`src/rtl/alu_brcmp_pkg.sv`:
```
package alu_brcmp_pkg;
  typedef enum logic [2:0] {
    OP_ADD  = 3'b000,
    OP_SLL  = 3'b001,
    OP_SLT  = 3'b010,
    OP_SLTU = 3'b011,
    OP_XOR  = 3'b100,
    OP_SR   = 3'b101,
    OP_OR   = 3'b110,
    OP_AND  = 3'b111
  } arith_op_e;

  typedef enum logic [2:0] {
    BR_EQ   = 3'b000,
    BR_NE   = 3'b001,
    BR_RSV0 = 3'b010,
    BR_RSV1 = 3'b011,
    BR_LT   = 3'b100,
    BR_GE   = 3'b101,
    BR_LTU  = 3'b110,
    BR_GEU  = 3'b111
  } br_cond_e;

  localparam int VAR_ALT_BIT = 5;

  typedef struct packed {
    logic eq;
    logic lt_s;
    logic lt_u;
  } cmp_flags_t;
endpackage

```
`src/rtl/alu_cmp.sv`:
```
module alu_cmp
  import alu_brcmp_pkg::*;
#(
  parameter int WIDTH = 32
) (
  input  logic signed [WIDTH-1:0] a_i,
  input  logic signed [WIDTH-1:0] b_i,
  output cmp_flags_t              flags_o
);
  logic [WIDTH:0] diff_u;

  always_comb begin
    diff_u       = {1'b0, a_i} - {1'b0, b_i};
    flags_o.eq   = (a_i == b_i);
    flags_o.lt_u = diff_u[WIDTH];
    flags_o.lt_s = (a_i[WIDTH-1] != b_i[WIDTH-1]) ? a_i[WIDTH-1] : diff_u[WIDTH];
  end

  always_comb begin
    AST_EQ_EXCLUDES_LT: assert (!flags_o.eq || (!flags_o.lt_s && !flags_o.lt_u));
    AST_SIGN_SPLIT_ORDER: assert ((a_i[WIDTH-1] == b_i[WIDTH-1]) || (flags_o.lt_s != flags_o.lt_u));
  end
endmodule

```
`src/rtl/alu_arith.sv`:
```
module alu_arith
  import alu_brcmp_pkg::*;
#(
  parameter int WIDTH = 32
) (
  input  logic [2:0]              op_i,
  input  logic                    alt_i,
  input  logic signed [WIDTH-1:0] a_i,
  input  logic signed [WIDTH-1:0] b_i,
  input  cmp_flags_t              flags_i,
  output logic [WIDTH-1:0]        res_o
);
  localparam int SHW = $clog2(WIDTH);

  logic [SHW-1:0]   shamt;
  logic [WIDTH-1:0] addsub, shl, shr;

  always_comb begin
    shamt  = b_i[SHW-1:0];
    addsub = alt_i ? (a_i - b_i) : (a_i + b_i);
    shl    = $unsigned(a_i) << shamt;
    shr    = alt_i ? $unsigned(a_i >>> shamt) : ($unsigned(a_i) >> shamt);
    unique case (arith_op_e'(op_i))
      OP_ADD:  res_o = addsub;
      OP_SLL:  res_o = shl;
      OP_SLT:  res_o = {{(WIDTH-1){1'b0}}, flags_i.lt_s};
      OP_SLTU: res_o = {{(WIDTH-1){1'b0}}, flags_i.lt_u};
      OP_XOR:  res_o = a_i ^ b_i;
      OP_SR:   res_o = shr;
      OP_OR:   res_o = a_i | b_i;
      OP_AND:  res_o = a_i & b_i;
      default: res_o = '0;
    endcase
  end

  always_comb begin
    AST_SLT_ONE_BIT: assert (!(op_i == OP_SLT || op_i == OP_SLTU) || (res_o[WIDTH-1:1] == '0));
  end
endmodule

```
`src/rtl/alu_branch.sv`:
```
module alu_branch
  import alu_brcmp_pkg::*;
(
  input  logic [2:0] cond_i,
  input  cmp_flags_t flags_i,
  output logic       taken_o
);
  always_comb begin
    unique case (br_cond_e'(cond_i))
      BR_EQ:   taken_o = flags_i.eq;
      BR_NE:   taken_o = !flags_i.eq;
      BR_LT:   taken_o = flags_i.lt_s;
      BR_GE:   taken_o = !flags_i.lt_s;
      BR_LTU:  taken_o = flags_i.lt_u;
      BR_GEU:  taken_o = !flags_i.lt_u;
      default: taken_o = 1'b0;
    endcase
  end

  always_comb begin
    AST_RSV_NEVER_TAKEN: assert (!(cond_i == BR_RSV0 || cond_i == BR_RSV1) || !taken_o);
  end
endmodule

```
`src/rtl/alu_brcmp_unit.sv`:
```
module alu_brcmp_unit
  import alu_brcmp_pkg::*;
#(
  parameter int WIDTH = 32
) (
  input  logic                    br_mode,
  input  logic [2:0]              op_sel,
  input  logic [6:0]              op_var,
  input  logic signed [WIDTH-1:0] opnd_a,
  input  logic signed [WIDTH-1:0] opnd_b,
  output logic [WIDTH-1:0]        result
);
  cmp_flags_t       flags;
  logic [WIDTH-1:0] arith_res;
  logic             taken;
  logic             alt;

  assign alt = op_var[VAR_ALT_BIT];

  alu_cmp #(.WIDTH(WIDTH)) cmp_i (
    .a_i     (opnd_a),
    .b_i     (opnd_b),
    .flags_o (flags)
  );

  alu_arith #(.WIDTH(WIDTH)) arith_i (
    .op_i    (op_sel),
    .alt_i   (alt),
    .a_i     (opnd_a),
    .b_i     (opnd_b),
    .flags_i (flags),
    .res_o   (arith_res)
  );

  alu_branch branch_i (
    .cond_i  (op_sel),
    .flags_i (flags),
    .taken_o (taken)
  );

  assign result = br_mode ? {{(WIDTH-1){1'b0}}, taken} : arith_res;

  always_comb begin
    AST_BRANCH_FLAG_ONLY: assert (!br_mode || (result[WIDTH-1:1] == '0));
  end
endmodule

```
`config.mk`:
```
export PLATFORM = sky130hd
export DESIGN_NAME = alu_brcmp_unit
export DESIGN_NICKNAME = d
export VERILOG_FILES = /design/src/rtl/alu_brcmp_pkg.sv /design/src/rtl/alu_cmp.sv /design/src/rtl/alu_arith.sv /design/src/rtl/alu_branch.sv /design/src/rtl/alu_brcmp_unit.sv
export SDC_FILE = /design/constraint.sdc
export NUM_CORES = 1
export LEC_CHECK = 0
export ABC_CLOCK_PERIOD_IN_PS = 4400
export BUFFER_PORTS_ARGS = -buffer_cell sky130_fd_sc_hd__buf_2
export CAP_MARGIN = 20
export CELL_PAD_IN_SITES_DETAIL_PLACEMENT = 1
export CELL_PAD_IN_SITES_GLOBAL_PLACEMENT = 1
export CORE_MARGIN = 2
export CORE_UTILIZATION = 30
export DETAILED_ROUTE_END_ITERATION = 8
export PLACE_DENSITY = 0.63
export SLEW_MARGIN = 20
export SYNTH_ARGS = -nofsm -noshare
export SYNTH_HDL_FRONTEND = slang
export SYNTH_HIERARCHICAL = 1
export SYNTH_SLANG_ARGS = --single-unit
```
`constraint.sdc`:
```
create_clock -name vclk -period 4.4
set_input_delay 0.44 -clock vclk [all_inputs]
set_output_delay 0.44 -clock vclk [all_outputs]
set_load 0.02 [all_outputs]
```
# [After elaboration in Yosys (flattened, before gate mapping)]
# Cells that the tools add are included.
[totals] input_bits=75 regBits=0 word_cells=28
[classes] mux=6 addsub=3 n_shift=3 n_eq_ne=9 bitwise_logic=3 n_reduce_logical=4
[op_table] operator="32-bit one-hot mux with 8 select lines" count=1
[op_table] operator="32-bit two-way mux" count=3
[op_table] operator="32-bit by 32-bit subtractor with 33-bit output" count=1
[op_table] operator="32-bit adder" count=1
[op_table] operator="32-bit AND" count=1
[op_table] operator="32-bit equality test" count=1
[op_table] operator="32-bit OR" count=1
[op_table] operator="32-bit by 5-bit left shift with 32-bit output" count=1
[op_table] operator="32-bit by 5-bit >> shifter with 32-bit output" count=1
[op_table] operator="32-bit by 5-bit >>> shifter with 32-bit output" count=1
[op_table] operator="32-bit subtractor" count=1
[op_table] operator="32-bit XOR" count=1
[op_table] operator="3-bit equality test, second input constant" count=4
[op_table] operator="3-bit by 2-bit equality test with 1-bit output, second input constant" count=2
[op_table] operator="1-bit one-hot mux with 6 select lines" count=1
[op_table] operator="3-bit by 1-bit equality test with 1-bit output, second input constant" count=1
[op_table] operator="1-bit logical NOT" count=3
[op_table] operator="3-bit logical NOT" count=1
[op_table] operator="1-bit two-way mux" count=1
[op_table] operator="1-bit != test" count=1

# [Logic depth before layout (Yosys ltp)]
[depth] word_depth=5 ltp_mapped=21 mapped_depth_nobuf=17

# [Hierarchy]
# The synthesis kept the hierarchy.
[by_module_without_submodules] mod="alu_arith" seq_area_each_um2=0.0 area_each_um2=7845.0 instances=1 cells_each=1082
[by_module_without_submodules] mod="alu_cmp" seq_area_each_um2=0.0 area_each_um2=843.3 instances=1 cells_each=120
[by_module_without_submodules] mod="alu_brcmp_unit" seq_area_each_um2=0.0 area_each_um2=220.2 instances=1 cells_each=35
[by_module_without_submodules] mod="alu_branch" seq_area_each_um2=0.0 area_each_um2=40.0 instances=1 cells_each=5

# [Worst setup path before layout]
# No wires, ideal clock.
[synth_timing] kind="input to output" from="input port opnd_b[0]" to="output port result[31]" n_path_buf=4 stages=21 arrival_time_ps=3951 slack_ps=9 path_cell_list="buf_6 buf_6 buf_4 inv_1 ha_1 nand2_1 nor3_1 and3_1 nor2_1 xnor2_1 ha_1 clkbuf_1 a21oi_1 nor2b_1 o21ai_0 o21ai_0 o31ai_1 o21ai_2 nor4_1 or4_1 nor2b_1"
[synth_between] elab_chain_len=4
[synth_lines] item="start: declaration" line="alu_brcmp_unit.sv:10" source="input logic signed [WIDTH-1:0] opnd_b,"
[synth_lines] item="32-bit adder (tied with other cells)" line="alu_arith.sv:20" source="addsub = alt_i ? (a_i - b_i) : (a_i + b_i);"
[synth_lines] item="32-bit two-way mux, on equally long branches" line="alu_arith.sv:20, alu_arith.sv:22"
[synth_lines] item="32-bit one-hot mux with 8 select lines *" line="alu_arith.sv:23" source="unique case (arith_op_e'(op_i))"
[synth_lines] item="named net arith_res[31]" line="alu_brcmp_unit.sv:14" source="logic [WIDTH-1:0] arith_res;"
[synth_lines] item="32-bit two-way mux *" line="alu_brcmp_unit.sv:41" source="assign result = br_mode ? {{(WIDTH-1){1'b0}}, taken} : arith_res;"
[synth_lines] item="end: declaration" line="alu_brcmp_unit.sv:11" source="output logic [WIDTH-1:0] result"
# The timed path passes the listed nets; every way through them passes the cells marked *.

# [Worst setup path in the final report]
[layout_timing] from="input port opnd_b[7]" to="output port result[24]"
[layout_between] elab_chain_len=4
[layout_lines] item="32-bit adder or 32-bit subtractor (tied branches)" line="alu_arith.sv:20"
[layout_lines] item="32-bit two-way mux *" line="alu_arith.sv:20"
[layout_lines] item="32-bit one-hot mux with 8 select lines *" line="alu_arith.sv:23"
[layout_lines] item="named net arith_res[24]" line="alu_brcmp_unit.sv:14"
[layout_lines] item="32-bit two-way mux *" line="alu_brcmp_unit.sv:41"
# Marks and branches as above.

==> qor.csv <==
stage,metric,value,unit
sta,fin crit period,4.39,ns
critical_path,CP max FO,4,
synth,"area leader, netlist",ha_1,
synth,Synthesis Warnings,6,
critical_path,crit-path cells,"buf_6, nor3_4, nand2_2, nor3_4, buf_6, and3_4, buf_6, a21oi_2, xnor2_1, buf_4, ha_4, and2_4, nand4_1, nor2_2, buf_4, a221o_1, buf_4, o211ai_1, o41a_1, o221ai_2, nor2b_1, buf_4",
floorplan,Die W,177,microns
synth,mapped cell area,8950,sq um
critical_path,crit-path max cell delay,0.41,ns
grt,vias in the first global route,11100,
synth,multiplexer share of the synthesized area,19.3,%
critical_path,worst path required time,3.96,ns
final_layout,CLK BUF,0,
place,hpwl dp,36800,microns
clocking,CTS Hold Bufs,0,
sta,Slew @ Worst Pin,1.13,ns
synth,simple-gate portion of the synthesized area,18.6,%
place,GP Congestion,1.00,
critical_path,"most used cell, CP",buf_4,
synth,Synth Area in Compound Gates,28.6,%
critical_path,"Data arrival, critical path",3.95,ns
final_layout,Seq. cell area,0,sq um
synth,top-area cell type share of the netlist area,18.0,%
sta,Final period util,99.7,%
synth,Synth top cells by count,"129 x ha_1, 119 x inv_1, 112 x a21oi_1, 110 x nor2_1, 110 x o21ai_0",
min_path,type of the worst min-delay path,in2out,
outcome,status,finished clean,
grt,antenna violations before repair,1,
sta,Rel. slew slack,24.4,%
flow_run,Max Cap Viol,0,
drt,Via density,5.91,
synth,adder-cell share of the synthesized area,18.3,%
place,placed inst area,11200,sq um
sta,Final Max Tran Viols,0,
place,dpl ws,-0.425,ns
grt,first-pass GRT wire length,68500,microns
drt,First-pass DRT Iterations,5,
synth,Synth area leaders,"ha_1 18%, mux4_2 15%, a21oi_1 6.3%",
synth,largest family of logic cells by synthesized area,compound AO/OA/AOI/OAI gates,
place,port bufs,101,
sta,Fin. Hold Viols,0,
min_path,Hold Startpoint,br_mode,
final_layout,P&R area growth vs syn,34.1,%
grt,Overall Global Routing Usage,28.7,%
grt,GRT overflow,0,
synth,"count leader, synth",ha_1,
power_and_ir_drop,Leak,5.50,nW
synth,sequential share of the synthesized area,0,%
power_and_ir_drop,Max VDD drop,0.0376,mV
synth,xor/xnor cell area share of the yosys netlist,5.96,%
drt,# DRC,0,
final_layout,design area,12000,sq um
final_layout,"Net count, final",1704,
sta,unrepaired setup endpoints after global routing,yes,
critical_path,crit start category,primary input,
floorplan,DIE AREA,31200,sq um
drt,drt wl/cell,24.5,microns
floorplan,Initial Util,30.4,%
power_and_ir_drop,Pwr Density,154,nW/um^2
critical_path,CP startpoint,opnd_b[7],
grt,largest net degree at the start of global routing,74,
floorplan,Boundary Pins,107,
synth,Synth Instances,1242,
final_layout,end-of-flow core utilization,40.7,%
final_layout,fillers,3735,
synth,Avg Inst Size Synth,7.20,sq um
critical_path,critical path's slowest cell,a221o_1,
floorplan,Core Footprint,29500,sq um
critical_path,CP Class,in2out,
floorplan,Die H,177,microns
sta,f_max,0.228,GHz
sta,post-route setup TNS,0,ns
drt,via count,11100,
floorplan,Site Rows,63,
synth,Cell variety after synth,77,
final_layout,layout cells sized above 1,33.5,%
drt,DRT Wirelength,46300,microns
final_layout,sequential cell count,0,
synth,syn_nets,1447,
drt,Initial DRC Count,989,
final_layout,Antenna Cells,0,
critical_path,endpoint class of the critical path,primary output,
sta,setup ws final,0.0116,ns
drt,Detail Route Antenna Nets,0,
sta,Final setup viols,0,
==> area by class of cell <==
type / count / area (sq um) / share of cell area [%]
well taps: 390 / 488 / 4.07
multi-input cells: 1040 / 8670 / 72.3
repair buffers: 336 / 2380 / 19.8
inverters: 121 / 458 / 3.82
==> through the flow <==
stage               hold WS [ns]  total power [mW]  cells
floorplan                  0.958             0.932   1242
global placement            1.35              1.63   1874
detailed placement          1.35              1.66   1874
CTS                         1.35              1.72   1880
global route                1.35              1.99   1887
finish                      1.35              1.85   1887
==> per-layer routing <==
metal | GRT usage, % | routed length, microns
met2 | 46.5 | 21100
met4 | 8.23 | 1470
met1 | 39.7 | 19900
met3 | 3.74 | 3790
met5 | 0 | 0
==> logic make-up (layout without fill, tap and decap cells) <==
group,count (synthesis),count (layout)
compound gates,399,399
xor+xnor,60,60
fa+ha+maj,130,130
buf+inv,202,457
mux,99,99
simple gates,352,352
==> placed cells by master (no fill, tap or decap), types with 16 or more instances in the layout <==
cell type  synthesis  final
nand3_1           18     16
o211ai_1          17     17
nor2b_1           35     34
buf_4              7    227
mux2i_1           34     33
a21o_1            16     16
buf_2             12     90
inv_1            119    117
mux4_2            58     58
nor2_1           110    105
a21oi_1          112    102
ha_1             129    112
a22o_1            17     17
buf_6              5     17
o21ai_0          110     94
nand2_1          106    103
nor3_1            22     16
xnor2_1           44     40
==> repair_timing <==
action                                  CTS  global route
pin swaps                                22            54
buffers inserted                          7             8
gates resized for setup                  50            96
endpoints found under the setup margin   14            15
==> power breakdown <==
group          switching [mW]  internal (mW)  total (mW)  leakage (nW)
Sequential                  0              0           0             0
Clock                       0              0           0             0
Combinational            1.04          0.812        1.85          5.50
Total                    1.04          0.812        1.85          5.50
==> worst paths after layout <==
kind | to | slack [ns] | cells after the start
hold / removal | result[0] | 1.35 | 3
setup / recovery | result[24] | 0.01 | 22
==> critical path, delay by kind of cell <==
family | cells | cell delay (ns)
buffers and inverters | 7 | 0.97
adder cells (fa/ha/maj) | 1 | 0.21
AND/OR/NAND/NOR | 8 | 1.16
XOR/XNOR | 1 | 0.16
AO/OA/AOI/OAI | 5 | 0.98
Power figures use the tool's default switching activity.
